File: config.mk
export PLATFORM = sky130hd
export DESIGN_NAME = brkpin_ctrl
export DESIGN_NICKNAME = d
export VERILOG_FILES = /design/src/rtl/brkpin_pkg.sv /design/src/rtl/brkpin_sync.sv /design/src/rtl/brkpin_req.sv /design/src/rtl/brkpin_trig.sv /design/src/rtl/brkpin_ctrl.sv
export SDC_FILE = /design/constraint.sdc
export NUM_CORES = 1
export LEC_CHECK = 0
export BUFFER_PORTS_ARGS = -buffer_cell sky130_fd_sc_hd__buf_2
export CAP_MARGIN = 15
export CORE_AREA = 4 4 41 43
export DETAILED_ROUTE_END_ITERATION = 8
export DIE_AREA = 0 0 45 47
export SLEW_MARGIN = 20
export SYNTH_ARGS = -nofsm -noshare
export SYNTH_HDL_FRONTEND = slang
export SYNTH_SLANG_ARGS = --single-unit
File: constraint.sdc
create_clock -name clk -period 1.05 [get_ports clk]
set_clock_uncertainty 0.1 [all_clocks]
set_input_delay 0.1575 -clock clk [delete_from_list [all_inputs] [get_ports clk]]
set_output_delay 0.1575 -clock clk [all_outputs]
set_load 0.02 [all_outputs]
File: src/rtl/brkpin_pkg.sv
package brkpin_pkg;
  localparam int SYNC_STAGES = 2;

  // any breakpoint strobe counts as one event
  function automatic logic any_event(input logic ia, input logic da);
    return ia | da;
  endfunction

  // falling edge between an older and a newer sample
  function automatic logic is_fall(input logic older, input logic newer);
    return older & ~newer;
  endfunction
endpackage

File: src/rtl/brkpin_sync.sv
module brkpin_sync #(
  parameter int STAGES = brkpin_pkg::SYNC_STAGES
) (
  input  logic clk,
  input  logic rst_n,
  input  logic din,
  output logic dout,
  output logic fall
);
  logic [STAGES-1:0] chain;
  logic              prev;

  always_ff @(posedge clk or negedge rst_n) begin
    if (!rst_n) begin
      chain <= '1;
      prev  <= 1'b1;
    end else begin
      chain <= {chain[STAGES-2:0], din};
      prev  <= chain[STAGES-1];
    end
  end

  assign dout = chain[STAGES-1];
  assign fall = brkpin_pkg::is_fall(prev, dout);
endmodule

File: src/rtl/brkpin_req.sv
module brkpin_req (
  input  logic clk,
  input  logic rst_n,
  input  logic dbg_rst_n,
  input  logic fall,
  input  logic dir_out,
  input  logic ack,
  input  logic ret,
  output logic pend,
  output logic mode
);
  logic take;
  assign take = fall & ~dir_out & dbg_rst_n;

  always_ff @(posedge clk or negedge rst_n) begin
    if (!rst_n) begin
      pend <= 1'b0;
      mode <= 1'b0;
    end else if (!dbg_rst_n || ret) begin
      pend <= 1'b0;
      mode <= 1'b0;
    end else begin
      if (take) pend <= 1'b1;
      if (ack)  mode <= 1'b1;
    end
  end
endmodule

File: src/rtl/brkpin_trig.sv
module brkpin_trig (
  input  logic clk,
  input  logic rst_n,
  input  logic dbg_rst_n,
  input  logic hit,
  input  logic dir_out,
  input  logic mode,
  input  logic ret,
  output logic pulse,
  output logic merged
);
  logic fire;
  assign fire = hit & dir_out & dbg_rst_n & ~mode & ~merged;

  always_ff @(posedge clk or negedge rst_n) begin
    if (!rst_n) begin
      pulse  <= 1'b0;
      merged <= 1'b0;
    end else begin
      pulse <= fire;
      if (!dbg_rst_n || ret) merged <= 1'b0;
      else if (fire)         merged <= 1'b1;
    end
  end
endmodule

File: src/rtl/brkpin_ctrl.sv
module brkpin_ctrl #(
  parameter int STAGES = brkpin_pkg::SYNC_STAGES
) (
  input  logic clk,
  input  logic rst_n,
  input  logic dbg_rst_n,
  input  logic pin_dir_out,
  input  logic brk_pin_in,
  input  logic strap_data_in,
  input  logic ev_iaddr,
  input  logic ev_daccess,
  input  logic core_brk_ack,
  input  logic core_return,
  output logic brk_pin_out,
  output logic brk_pin_oe,
  output logic brk_req,
  output logic dbg_mode,
  output logic core_rst_req,
  output logic ser_data
);
  logic pin_sync;
  logic fall_evt;
  logic hit_evt;
  logic trig_pulse;
  logic merged;

  brkpin_sync #(.STAGES(STAGES)) u_sync (
    .clk(clk), .rst_n(rst_n), .din(brk_pin_in), .dout(pin_sync), .fall(fall_evt)
  );

  brkpin_req u_req (
    .clk(clk), .rst_n(rst_n), .dbg_rst_n(dbg_rst_n), .fall(fall_evt),
    .dir_out(pin_dir_out), .ack(core_brk_ack), .ret(core_return),
    .pend(brk_req), .mode(dbg_mode)
  );

  assign hit_evt = brkpin_pkg::any_event(ev_iaddr, ev_daccess);

  brkpin_trig u_trig (
    .clk(clk), .rst_n(rst_n), .dbg_rst_n(dbg_rst_n), .hit(hit_evt),
    .dir_out(pin_dir_out), .mode(dbg_mode), .ret(core_return),
    .pulse(trig_pulse), .merged(merged)
  );

  assign brk_pin_out  = ~(trig_pulse | dbg_mode);
  assign brk_pin_oe   = pin_dir_out & dbg_rst_n;
  assign core_rst_req = ~dbg_rst_n & ~strap_data_in;
  assign ser_data     = dbg_rst_n & strap_data_in;

  logic unused_sync;
  assign unused_sync = pin_sync;
endmodule

# Word-level counts from Yosys, hierarchy flattened
# Index checks and enable logic that the tools add are counted.
[classes]
n_eq_ne = 0
shifts = 0
n_reduce_logical = 5
mux = 6
addsub = 0
order_cmp = 0
div_mod_pow = 0
bitwise_logic = 19
n_mul = 0
[op_table]
columns = ["cell", "count"]
rows = [
  ["bitwise AND 1 bit", 10],
  ["inverter 1 bit", 7],
  ["two-way mux 1 bit", 6],
  ["nonzero test 2 bit", 3],
  ["bitwise OR 1 bit", 2],
  ["logical NOT 1 bit", 1],
  ["logical OR 1 bit", 1],
]
[word_totals]
mem_bits_ro = 0
wordCells = 36
regBits = 7
ramBits = 0
memories = 0
latchBits = 0

# Logic depth before layout (Yosys ltp)
# Gate-level depths: netlist (run 1).
[depth]
ltp_word = 7
mapped_depth = 2
mapped_depth_nobuf = 2

# Hierarchy
# Synthesis (run 1) repeated with hierarchy kept, for this count alone.
[hier_totals]
hier_cells = 24
area_unflattened_um2 = 299.0
[by_module_without_submodules]
columns = ["mod", "seq_area_each_um2", "instances", "area_per_inst_um2", "cells_per_inst"]
rows = [
  ["brkpin_trig", 50.0, 1, 97.6, 7],
  ["brkpin_sync", 78.8, 1, 92.6, 4],
  ["brkpin_req", 50.0, 1, 82.6, 8],
  ["brkpin_ctrl", 0.0, 1, 26.3, 5],
]

# Worst setup path before layout (run 1)
# No wires, ideal clock.
[synth_timing]
kind = "reg-to-reg"
start = "register u_sync.prev"
end = "register u_req.pend"
stages_incl_launch_ff = 3
path_buffers = 0
t_required_ns = 0.873
setup_slack_ns = -0.067
t_arrival_ns = 0.940
cell_sequence = "dfstp_2 > or3b_1 > a21oi_1"
[synth_via]
elab_chain_cells = 4
[synth_rtl]
columns = ["item", "line", "text"]
rows = [
  ["from (decl)", "brkpin_sync.sv:11", "logic prev;"],
  ["from (signal assigned)", "brkpin_sync.sv:19", "prev <= chain[STAGES-1];"],
  ["bitwise AND 1 bit", "brkpin_pkg.sv:11", "return older & ~newer;"],
  ["bitwise AND 1 bit (2 in series)", "brkpin_req.sv:13", "assign take = fall & ~dir_out & dbg_rst_n;"],
  ["nonzero test 2 bit (no line)", "-", ""],
  ["to (signal assigned)", "brkpin_req.sv:17", "pend <= 1'b0;"],
  ["to (signal assigned)", "brkpin_req.sv:20", "pend <= 1'b0;"],
  ["to (signal assigned)", "brkpin_req.sv:23", "if (take) pend <= 1'b1;"],
  ["to (decl)", "brkpin_req.sv:9", "output logic pend,"],
]
# Every way passes these cells.
# A chain may end at the register's enable or synchronous reset.

# Final worst setup path (run 1)
# Ends and elaborated chain as after synthesis.

==> results of run 1 <==
==> critical path, stage by stage (launching register included) <==
cell and delay (ps):
dfstp_2 510, or3b_1 360, a21oi_2 140
==> metrics by stage <==
stage,std cells,cell area [sq um]
finish,61,472
global route,61,472
CTS,59,418
detailed placement,52,358
global placement,52,358
floorplan,22,264
==> power groups by stage <==
stage / Sequential (W) / Clock (W) / Combinational (W)
global placement: 0.000296 / 0 / 0.0000723
finish: 0.000293 / 0.000241 / 0.000105
detailed placement: 0.000297 / 0 / 0.0000730
CTS: 0.000292 / 0.000256 / 0.0000849
floorplan: 0.000299 / 0 / 0.0000317
global route: 0.000294 / 0.000266 / 0.000114
==> metal layers <==
layer	vias up	wire length [microns]	GRT usage [%]
met1	113	257	6.99
met3	0	112	5.75
li1	118	-	-
met5	-	0	0
met2	19	320	10.2
met4	0	0	1.75
==> placed cells by master (no fill, tap or decap) <==
cell type       n
a21oi_2         1
and2_1          1
and2_2          1
buf_2          12
buf_4           3
buf_6           3
clkbuf_1        1
clkbuf_4        3
dfrtp_1         4
dfstp_2         3
dlygate4sd3_1   2
inv_1           2
nand2b_1        1
nand3b_1        1
nor2_1          4
nor3b_2         1
o21bai_4        1
o22ai_2         1
or3b_1          1
==> flip-flops by register name, summed over array words and instances (netlist names) <==
name and cells:
u_req.pend 1, u_trig.merged 1, u_req.mode 1, u_trig.pulse 1
u_sync.prev 1, u_sync.chain 2
==> cell families (layout without fill, tap and decap cells) <==
group                  after synthesis  after routing  synth area share [%]
AO/OA/AOI/OAI                        3              3                  7.11
buffers and inverters                2             26                  2.84
flip-flops                           7              7                  67.8
AND/OR/NAND/NOR                     10             10                  22.3
==> cell type report <==
class,instances,area (sq um)
fill,139,830
inverter,2,7.51
clock buffer,4,26.3
timing repair buffer,20,136
tap,15,18.8
multi-input combinational,13,104
sequential,7,179
==> how the worst max path moves through the flow <==
| stage | startpoint | end | cells past startpoint |
|---|---|---|---|
| after floorplan | u_sync.prev | u_req.pend | 2 |
| after global placement | u_sync.prev | u_req.pend | 2 |
| after detailed placement | u_sync.prev | u_req.pend | 2 |
| after CTS | u_sync.prev | u_req.pend | 2 |
| after global routing | u_req.mode | brk_pin_out | 2 |
| final | u_sync.prev | u_req.pend | 2 |
==> what timing repair did <==
item	4_1_cts	5_1_grt
resized for setup	2	9
endpoints found under the hold margin	8	0
pin swaps	2	1
setup buffers	1	2
hold buffers	2	0
setup endpoints to repair	3	6
==> run_results.csv, run 1 <==
group,metric,value,unit
floorplan,die_w,45,microns
sta,fmax,846,MHz
global_route,grt_pass1_wl,931,microns
sta,period_needed,1180,ps
clock_network,clock_path_buffers,2,
synth,synth_seq_area_share,67.8,%
synth,syn_nets,32,
pwr,p_leak,0.228,nW
hold_path,hold_path_class,"primary input to flop",
sta,rsz0062_at_grt,"true",
synth,syn-cell-area,264,sq um
layout,area.growth.synth_to_final,78.7,%
routing,vias_per_cell,4.10,
pwr,combPwrFrac,16.4,%
layout,fin_util,36.3,%
floorplan,die_h,47,microns
placed_design,io_buffers,15,
floorplan,core,1300,sq um
routing,drtPass1Iterations,2,
setup_path,cp.arrival,1260,ps
sta,fin_ws,-132,ps
sta,whs,46.5,ps
synth,yosysUniqueCellTypes,13,
hold_path,worstHoldEndpoint,"u_req.mode",
synth,synth_top_area_share,37.9,%
sta,setup_viol,5,
global_route,grt.total_usage,6.69,%
setup_path,critPathLaunchType,"flop",
layout,finalNetCount,57,
floorplan,std_cell_rows,13,
routing,drt-initial-drc-count,3,
setup_path,cp-end-kind,"flop",
hold_path,min_from,"core_brk_ack",
sta,tightestPinTransition,184,ps
clock_network,htree_levels,1,
pwr,seq_power_share,45.9,%
sta,relSlewSlack,87.8,%
floorplan,io_pins,16,
setup_path,required,1120,ps
clock_network,clk_latency,250,ps
pwr,intPower,0.000486,W
global_route,grt-ovfl-total,0,
pwr,peakVddDrop,0.734,mV
synth,async_flop_share,100,%
clock_network,cts-root-buf,"clkbuf_4",
pwr,p_clk_share,37.7,%
setup_path,r2r_cells,2,
synth,synth_area_leaders,"dfrtp_1, dfstp_2, nor2_1, or3b_1, and2_2",
hold_path,hold_depth,3,
sta,tns,-421,ps
routing,wire_per_inst,11.3,microns
clock_network,clkSinkCount,7,
routing,wirelength,690,microns
synth,synth_flop_cell,"dfrtp_1",
layout,drive_above_1_share,63.0,%
job,maxCapViolCount,0,
setup_path,path_class,"flop to flop",
synth,synth.ff_latch_count,7,
global_route,grt_pass1_vias,236,
synth,synthCells,22,
sta,hold_violations,0,
sta,slew_violations,0,
clock_network,cts_tree,"yes",
placed_design,preCtsSetupSlack,-110,ps
synth,synth.largest_area_cell,"dfrtp_1",
placed_design,place_congestion,0.653,
floorplan,start_util,20.3,%
setup_path,crit_fanout,1,
sta,min_period_over_period,113,%
synth,synth_edf_count,0,
global_route,grt_max_degree,8,
clock_network,clk_pin_slew,50,ps
floorplan,dieArea,2120,sq um
layout,diodes,0,
global_route,antenna_found_initial,0,
setup_path,rrSetupSlack,-130,ps
pwr,power_switching,0.000152,W
pwr,power,0.000638,W
synth,syn_area_per_cell,12.0,sq um
status,status,"finished with violations",
routing,vias,250,
routing,ant_nets,0,
setup_path,r2r_end,"u_req.pend",
clock_network,cts_buffers,3,
routing,drcViolationCount,0,
pwr,pwr_density_cell,1350,nW/um^2
pwr,p_sw_share,23.8,%
synth,ys_warn_count,0,
setup_path,rr_startpoint,"u_sync.prev",
status,violations,"negative setup slack",
synth,yosys-top-cells-count,"dfrtp_1, nor2_1, dfstp_2",
Power figures use the tool's default switching activity.
==> run 2: changes to the inputs <==
SLEW_MARGIN = 10   (was 20)
clock period = 1.4 ns   (was 1.05 ns; I/O delays follow)
==> run 2 against run 1 <==
The run now ends clean; clock power fell by 27%; utilization fell by 5.2 points; routed wire length fell by 19%; worst hold slack improved by 40 ps; sequential cell count did not move; largest cell class unchanged; final area fell by 14%; global-route usage fell by 1.2 points; setup slack improved by 320 ps.
==> run_results.csv, run 2 (synthesis gave the netlist of run 1 again) <==
group,metric,value,unit
setup_path,path_class,"flop to output port",
setup_path,rr_startpoint,"u_sync.prev",
floorplan,start_util,20.3,%
placed_design,io_buffers,15,
layout,drive_above_1_share,51.2,%
setup_path,critPathBufInv,1,
sta,fin_ws,193,ps
sta,tightestPinTransition,200,ps
sta,period_needed,1210,ps
global_route,grt_max_degree,8,
clock_network,ctsResizeCount,0,
pwr,pwr_density_cell,1130,nW/um^2
clock_network,cts_tree,"yes",
sta,hold_violations,0,
global_route,antenna_found_initial,0,
setup_path,r2r_cells,2,
clock_network,clock_path_buffers,2,
layout,largest_register_ffs,2,
routing,ant_nets,0,
layout,area.growth.synth_to_final,53.1,%
status,status,"finished clean",
pwr,seq_power_share,48.2,%
setup_path,r2r_end,"u_req.pend",
global_route,grt.total_usage,5.51,%
setup_path,required,1090,ps
floorplan,io_pins,16,
global_route,busiest_layer,"met2",
floorplan,die_w,45,microns
placed_design,dpl.hpwl,450,microns
layout,regMostFlops,"u_sync.chain",
clock_network,htree_levels,1,
routing,drtPass1Iterations,4,
layout,final_cell_mix,"buf_2, nor2_1, dfrtp_1, clkbuf_4, dfstp_2",
sta,rsz0062_at_grt,"false",
routing,wire_per_inst,9.66,microns
floorplan,core,1300,sq um
pwr,peakVddDrop,0.557,mV
setup_path,cp.arrival,900,ps
layout,mostFrequentLayoutCell,"buf_2",
global_route,grtUsageMet2,7.34,%
floorplan,std_cell_rows,13,
clock_network,cts_buffers,3,
pwr,intPower,0.000351,W
layout,final_cells,58,
sta,fmax,828,MHz
setup_path,crit_fanout,4,
placed_design,place_area,358,sq um
sta,min_period_over_period,86.2,%
sta,tns,0,ps
placed_design,preCtsSetupSlack,251,ps
setup_path,critPathLaunchType,"flop",
global_route,grt_pass1_vias,197,
floorplan,dieArea,2120,sq um
clock_network,clk_pin_slew,50,ps
floorplan,die_h,47,microns
layout,finalNetCount,54,
placed_design,place_congestion,0.610,
pwr,p_leak,0.201,nW
hold_path,worstHoldEndpoint,"u_req.mode",
global_route,met3_usage,4.60,%
routing,drt-initial-drc-count,3,
global_route,grt_pass1_wl,793,microns
pwr,p_sw_share,22.8,%
layout,diodes,0,
setup_path,cp.depth,2,
pwr,power_switching,0.000104,W
layout,fin_area,404,sq um
pwr,power,0.000455,W
pwr,combPwrFrac,12.9,%
routing,drcViolationCount,0,
placed_design,numPlacedInstances,52,
sta,relSlewSlack,86.6,%
setup_path,cp-end-kind,"output port",
global_route,grt-ovfl-total,0,
setup_path,cp_slowest_cell,"dfrtp_1",
routing,wirelength,560,microns
hold_path,hold_depth,3,
pwr,p_clk_share,38.9,%
job,maxCapViolCount,0,
hold_path,min_from,"core_brk_ack",
layout,num-fill-cells,147,
setup_path,rrSetupSlack,220,ps
global_route,grtUsageMet1,6.57,%
routing,vias_per_cell,3.98,
sta,setup_viol,0,
clock_network,clkSinkCount,7,
setup_path,critPathTopFamily,"flip-flops",
setup_path,worstPathCellList,"nor2_1 -> buf_2",
sta,slew_violations,0,
setup_path,slowest_delay,390,ps
hold_path,hold_path_class,"primary input to flop",
clock_network,cts-root-buf,"clkbuf_4",
routing,vias,231,
clock_network,clk_latency,240,ps
## run 2: cell types whose count changed in the layout (fill, tap and decap cells not counted), sizes merged
cell | before | now
buf | 18 | 15
## run 2: worst max path at each step
stage	from	end	slack, ps
floorplan	u_sync.prev	u_req.pend	280
global placement	u_sync.prev	u_req.pend	280
detailed placement	u_sync.prev	u_req.pend	250
CTS	u_req.mode	brk_pin_out	170
global route	u_req.mode	brk_pin_out	90
finish	u_req.mode	brk_pin_out	190
## run 2: power groups by stage
stage	combinational, W	sequential (W)	clock [W]
6_report	0.0000588	0.000219	0.000177
5_1_grt	0.0000641	0.000220	0.000202
4_1_cts	0.0000596	0.000219	0.000188
3_5_place_dp	0.0000551	0.000222	0
3_3_place_gp	0.0000542	0.000222	0
2_1_floorplan	0.0000238	0.000224	0
## run 2: tightest hold or removal path: stages
cell	delay (ps)
buf_2	80
nor2_1	40
nor2_1	70
## run 2: cell type report
type	count	area (sq um)	area share (%)
repair buffers	17	95.1	23.5
flip-flops and latches	7	179	44.3
multi-input cells	13	77.6	19.2
clock buffers	4	26.3	6.50
inverters	2	7.51	1.86
well taps	15	18.8	4.64
## run 2: per-layer routing
| layer | wire [microns] | part of all wire [%] | up-vias |
|---|---|---|---|
| li1 | - | - | 112 |
| met1 | 255 | 46 | 101 |
| met2 | 195 | 35 | 18 |
| met3 | 109 | 19 | 0 |
| met4 | 0 | 0 | 0 |
| met5 | 0 | 0 | - |
## run 2: timing repair
action                                 CTS  global route
hold buffers                             2             0
setup buffers                            0             0
endpoints found under the hold margin    8             0
## run 2: stage by stage
stage               hold slack [ps]  utilization (%)
detailed placement            -54.2             27.5
finish                         86.2             31.1
floorplan                      -186                -
CTS                            81.0             31.1
global route                    100             31.1
global placement              -54.4             27.5
